File: src/rtl/nor_erase_ctrl.sv
module nor_erase_ctrl #(
  parameter int AW = 12,
  parameter logic [AW-1:0] U1 = 12'h555,
  parameter logic [AW-1:0] U2 = 12'h2AA,
  parameter logic [AW-1:0] BASE_ADDR = '0,
  parameter int ERASE_TYP_CYC = 2000,
  parameter int ERASE_TMO_CYC = 80000,
  parameter int SUS_TMO_CYC = 200,
  parameter int TW = 20
) (
  input  logic          clk,
  input  logic          rst_n,
  input  logic          cmd_valid,
  input  logic [2:0]    cmd_op,
  input  logic [AW-1:0] cmd_addr,
  output logic          bus_we,
  output logic          bus_re,
  output logic [AW-1:0] bus_addr,
  output logic [7:0]    bus_wdata,
  input  logic [7:0]    bus_rdata,
  output logic [5:0]    status,
  output logic          sus_fail,
  output logic          prog_reject
);
  localparam int HALF = ERASE_TYP_CYC / 2;

  typedef enum logic [3:0] {
    S_IDLE, S_SEQ, S_WAIT, S_POLL, S_SUSW, S_SPOLL, S_SUSP, S_RESW, S_RSTW, S_DONE, S_ERR
  } st_t;

  st_t st;
  logic [2:0] idx;
  logic [1:0] ph;
  logic [TW-1:0] tmr, etmr;
  logic [AW-1:0] ers_addr;
  logic chip_mode;
  logic [7:0] d1;

  wire erase_req = cmd_valid && (cmd_op == 3'd1 || cmd_op == 3'd2) &&
                   (st == S_IDLE || st == S_DONE || st == S_ERR);
  wire sus_req   = cmd_valid && cmd_op == 3'd3 && (st == S_WAIT || st == S_POLL);
  wire res_req   = cmd_valid && cmd_op == 3'd4 && st == S_SUSP;
  wire settled   = (ph == 2'd2) && (d1 == bus_rdata);
  wire etmo_hit  = etmr >= TW'(ERASE_TMO_CYC - 1);
  wire [1:0] ph_nx = (ph == 2'd2) ? 2'd0 : ph + 2'd1;

  assign prog_reject = cmd_valid && cmd_op == 3'd5 && st == S_SUSP;

  always_ff @(posedge clk or negedge rst_n) begin
    if (!rst_n) begin
      st <= S_IDLE; idx <= '0; ph <= '0; tmr <= '0; etmr <= '0;
      ers_addr <= '0; chip_mode <= 1'b0; d1 <= '0; sus_fail <= 1'b0;
    end else begin
      case (st)
        S_IDLE, S_DONE, S_ERR: if (erase_req) begin
          st <= S_SEQ; idx <= '0; etmr <= '0; sus_fail <= 1'b0;
          chip_mode <= (cmd_op == 3'd2);
          ers_addr  <= (cmd_op == 3'd2) ? U1 : cmd_addr;
        end
        S_SEQ: begin
          idx <= idx + 3'd1;
          if (idx == 3'd5) begin st <= S_WAIT; tmr <= '0; end
        end
        S_WAIT: begin
          tmr <= tmr + 1'b1; etmr <= etmr + 1'b1;
          if (sus_req) st <= S_SUSW;
          else if (tmr == TW'(HALF - 1)) begin st <= S_POLL; ph <= '0; end
        end
        S_POLL: begin
          etmr <= etmr + 1'b1; ph <= ph_nx;
          if (ph == 2'd1) d1 <= bus_rdata;
          if (sus_req) st <= S_SUSW;
          else if (settled) st <= S_DONE;
          else if (etmo_hit) st <= S_RSTW;
        end
        S_SUSW: begin st <= S_SPOLL; ph <= '0; tmr <= '0; end
        S_SPOLL: begin
          tmr <= tmr + 1'b1; ph <= ph_nx;
          if (ph == 2'd1) d1 <= bus_rdata;
          if (settled) st <= S_SUSP;
          else if (tmr == TW'(SUS_TMO_CYC - 1)) begin st <= S_RESW; sus_fail <= 1'b1; end
        end
        S_SUSP: if (res_req) st <= S_RESW;
        S_RESW: begin st <= S_POLL; ph <= '0; etmr <= '0; end
        S_RSTW: st <= S_ERR;
        default: st <= S_IDLE;
      endcase
    end
  end

  always_comb begin
    bus_we = 1'b0; bus_re = 1'b0; bus_addr = '0; bus_wdata = '0;
    case (st)
      S_SEQ: begin
        bus_we = 1'b1;
        case (idx)
          3'd0: begin bus_addr = U1; bus_wdata = 8'hAA; end
          3'd1: begin bus_addr = U2; bus_wdata = 8'h55; end
          3'd2: begin bus_addr = U1; bus_wdata = 8'h80; end
          3'd3: begin bus_addr = U1; bus_wdata = 8'hAA; end
          3'd4: begin bus_addr = U2; bus_wdata = 8'h55; end
          default: begin bus_addr = ers_addr; bus_wdata = chip_mode ? 8'h10 : 8'h30; end
        endcase
      end
      S_POLL, S_SPOLL: begin bus_re = (ph != 2'd2); bus_addr = ers_addr; end
      S_SUSW: begin bus_we = 1'b1; bus_addr = ers_addr;  bus_wdata = 8'hB0; end
      S_RESW: begin bus_we = 1'b1; bus_addr = ers_addr;  bus_wdata = 8'h30; end
      S_RSTW: begin bus_we = 1'b1; bus_addr = BASE_ADDR; bus_wdata = 8'hF0; end
      default: ;
    endcase
  end

  always_comb begin
    case (st)
      S_IDLE:                                status = 6'b000001;
      S_SEQ, S_WAIT, S_POLL, S_RESW, S_RSTW: status = 6'b000010;
      S_SUSW, S_SPOLL:                       status = 6'b000100;
      S_SUSP:                                status = 6'b001000;
      S_DONE:                                status = 6'b010000;
      default:                               status = 6'b100000;
    endcase
  end

  assert_status_onehot_R10: assert property (@(posedge clk) disable iff (!rst_n)
    $countones(status) == 1);
  assert_suspend_target_R5: assert property (@(posedge clk) disable iff (!rst_n)
    $rose(status[2]) |-> bus_we && bus_wdata == 8'hB0 && bus_addr == ers_addr);
  assert_abort_resumes_R6: assert property (@(posedge clk) disable iff (!rst_n)
    $rose(sus_fail) |-> bus_we && bus_wdata == 8'h30 && bus_addr == ers_addr);
  assert_timeout_reset_R8: assert property (@(posedge clk) disable iff (!rst_n)
    bus_we && bus_wdata == 8'hF0 |=> status[5]);
  assert_done_from_erasing_R4: assert property (@(posedge clk) disable iff (!rst_n)
    $rose(status[4]) |-> $past(status[1]));
endmodule

File: config.mk
export PLATFORM = sky130hd
export DESIGN_NAME = nor_erase_ctrl
export DESIGN_NICKNAME = d
export VERILOG_FILES = /design/src/rtl/nor_erase_ctrl.sv
export SDC_FILE = /design/constraint.sdc
export NUM_CORES = 1
export LEC_CHECK = 0
export BUFFER_PORTS_ARGS = -buffer_cell sky130_fd_sc_hd__buf_2
export CAP_MARGIN = 20
export CORE_UTILIZATION = 53
export CTS_BUF_LIST = sky130_fd_sc_hd__clkbuf_8
export CTS_CLUSTER_DIAMETER = 50
export CTS_CLUSTER_SIZE = 28
export DETAILED_ROUTE_END_ITERATION = 8
export GPL_ROUTABILITY_DRIVEN = 0
export HOLD_SLACK_MARGIN = 0.1
export PLACE_DENSITY = 0.78
export RECOVER_POWER = 25
export SLEW_MARGIN = 20
export SYNTH_ARGS = -nofsm -noshare
export SYNTH_HDL_FRONTEND = slang
export SYNTH_SLANG_ARGS = --single-unit
File: constraint.sdc
create_clock -name clk -period 2.62 [get_ports clk]
set_clock_uncertainty 0.1 [all_clocks]
set_input_delay 0.131 -clock clk [delete_from_list [all_inputs] [get_ports clk]]
set_output_delay 0.131 -clock clk [all_outputs]
set_load 0.03 [all_outputs]
==> run_results.csv <==
group,metric,value,unit
placement,place_inst,625,
layout,seqCellArea,0.00178,mm2
sta,slew_viol_final,0,
yosys,netlist_area,0.00434,mm2
global_routing,busiest_layer,"met2",
clock_network,root_buffer,"clkbuf_8",
setup_path,crit_type,"reg -> out",
yosys,synth_top_area_frac,0.409,
outcome,status,"completed",
drt,num_vias,3924,
sta,finalCriticalPeriod,2.47,ns
drt,drtIter0Drc,197,
sta,grt_setup_unrepaired,"no",
drt,viasPerCell,5.90,
yosys,ys_async_sr_fraction,1.00,
clock_network,htreeDepth,3,
die,io_pins,56,
layout,layout.nets,591,
pwr,ir_worst_vdd,0.461,mV
global_routing,met2_usage,0.428,
yosys,synth_edf_count,0,
yosys,synth.largest_area_cell,"dfrtp_1",
layout,antenna_cells,0,
sta,tightestPinTransition,0.827,ns
hold_path,min_path_type,"in -> reg",
sta,timing.final.crit_share,0.943,
clock_network,cts_tree,"yes",
setup_path,cp.required,2.39,ns
placement,place_hpwl,7040,um
layout,multi_input_area,0.00240,mm2
layout,drive_gt1_frac,0.229,
yosys,synthesis.nets,506,
sta,max_freq,0.405,GHz
global_routing,antenna_found_initial,0,
pwr,p_per_area,1060,mW/mm2
yosys,synth_most_common_cell,"dfrtp_1",
sta,setup_viol,0,
sta,setup_tns,0,ns
setup_path,crit_path_max_fanout,15,
placement,portBuffers,55,
hold_path,min_from,"cmd_op[2]",
die,fp.dieH,92.5,um
die,die_w,92.5,um
yosys,synth_warnings,0,
clock_network,clk_path_buf_depth,2,
yosys,synthTopCellsByCount,"dfrtp_1 (71), nor2_1 (49), nand2_1 (42)",
pwr,power.leakage,0.00229,uW
yosys,synth_area_leaders,"dfrtp_1 (41%), o21ai_0 (4.4%), nor2_1 (4.2%)",
drt,ant_nets,0,
setup_path,r2r-start,"st[2]",
setup_path,path_cells,"or4b_4 -> a31oi_1 -> a21o_1 -> o21a_1 -> buf_2",
drt,firstDrtPassIters,5,
yosys,synth_area_per_cell,9.18,um2
drt,route.detailed.drc,0,
global_routing,overflow,0,
setup_path,cp_slowest_stage_delay,0.57,ns
setup_path,crit_start,"st[3]",
setup_path,start_kind,"register",
drt,post_drt_wl_per_cell,15.6,um
yosys,ys_seq_area_frac,0.409,
setup_path,end_kind,"primary output",
die,rows,32,
layout,num-fill-cells,655,
clock_network,cts_buffers,9,
yosys,yosys_register_bits,71,
clock_network,clk_pin_slew_worst_paths,0.08,ns
yosys,syn_inst,473,
die,design.die.area,0.00856,mm2
global_routing,grt_pass1_vias,3711,
global_routing,track_usage,0.258,
global_routing,grtUsageMet1,0.337,
die,core,0.00781,mm2
yosys,synth-main-ff-cell,"dfrtp_1",
global_routing,grt_util_met3,0.0501,
clock_network,clock_latency,0.35,ns
global_routing,grt_max_degree,37,
setup_path,worstPathArrival,2.24,ns
global_routing,grt_pass1_wl,17500,um
clock_network,clock_sink_count,71,
yosys,yosysUniqueCellTypes,63,
setup_path,cp_slowest_cell,"or4b_4",
layout,layout.cells.non_filler,665,
sta,relSlewSlack,0.447,
job,cap_violations,0,
sta,hold_violations,0,
die,initial_utilization,0.556,
layout,syn2layout_area_growth,19.4,%
drt,routed_wl,10300,um
-- cell type report --
cell class	count	share of cell area
multi-input combinational	370	0.462
sequential	71	0.343
timing repair buffer	94	0.118
clock buffer	10	0.0266
tap	102	0.0246
clock inverter	6	0.0164
inverter	12	0.00869
-- placed cells by master (no fill, tap or decap), drive strengths merged, types with 7 or more instances in the layout --
| cell type | netlist | final |
|---|---|---|
| a21oi | 26 | 26 |
| a22o | 8 | 8 |
| a31oi | 10 | 10 |
| and3 | 11 | 11 |
| buf | 9 | 70 |
| clkbuf | 11 | 13 |
| dfrtp | 71 | 71 |
| dlygate4sd3 | 0 | 21 |
| ha | 7 | 7 |
| inv | 11 | 12 |
| mux2 | 10 | 10 |
| nand2 | 43 | 43 |
| nand2b | 9 | 9 |
| nand3 | 22 | 22 |
| nand4 | 13 | 13 |
| nor2 | 56 | 56 |
| nor3 | 9 | 9 |
| nor4 | 7 | 7 |
| o21a | 8 | 8 |
| o21ai | 41 | 41 |
| o22a | 7 | 7 |
| or3 | 9 | 9 |
| xnor2 | 21 | 21 |
| xor2 | 8 | 8 |
-- critical path, delay by kind of cell (launching register included) --
kind,cells,cell delay [ns]
buf+inv,1,0.20
flops,1,0.50
compound gates,3,0.62
simple gates,1,0.57
-- repair_timing --
action | CTS | global route
endpoints found under the hold margin | 53 | 0
cloned | 0 | 0
endpoints found under the setup margin | 6 | 21
hold buffers | 21 | 0
gates resized for setup | 1 | 5
pin swaps | 0 | 1
buffers inserted | 0 | 3
-- flip-flops by register name (all words and copies together) (netlist names) --
name	cells
chip_mode	1
ph	2
tmr	20
etmr	20
idx	3
st	4
d1	8
sus_fail	1
ers_addr	12
-- through the flow --
stage	util	power, uW	hold slack [ns]	worst slack, ns	area [um2]
floorplan	-	3790	-0.265	0.205	4340
global placement	0.604	4320	0.159	0.221	4720
detailed placement	0.604	4400	0.166	0.159	4720
CTS	0.660	5430	0.184	0.0409	5150
global route	0.664	5850	0.217	0.00738	5180
finish	0.664	5480	0.190	0.150	5180
-- kinds of logic after synthesis --
family	Yosys count	share of synthesized area
XOR/XNOR	29	0.0602
buffers and inverters	32	0.0424
adder cells (fa/ha/maj)	7	0.0202
AO/OA/AOI/OAI	124	0.197
multiplexers	10	0.0259
AND/OR/NAND/NOR	200	0.245
flip-flops	71	0.409
-- where the power goes --
| part | total [uW] | switching, uW | internal [uW] |
|---|---|---|---|
| registers | 1650 | 272 | 1380 |
| clock network | 979 | 420 | 559 |
| logic | 2850 | 1790 | 1050 |
| total | 5480 | 2490 | 2990 |
-- metal layers --
| layer | part of all wire | vias to the layer above |
|---|---|---|
| met2 | 0.50 | 115 |
| met5 | 0 | - |
| met3 | 0.045 | 21 |
| li1 | - | 1882 |
| met1 | 0.44 | 1906 |
| met4 | 0.018 | 0 |
-- worst paths after layout --
path	endpoint	slack, ns	depth (start not counted)
setup / recovery	bus_addr[0]	0.15	5
hold / removal	sus_fail	0.19	4
setup reg to reg	st[3]	0.20	7
hold reg to reg	etmr[6]	0.40	1
max in group asynchronous	etmr[16]	1.11	3
min in group asynchronous	tmr[16]	0.31	2
No activity file was read; power rests on OpenSTA's default activity.
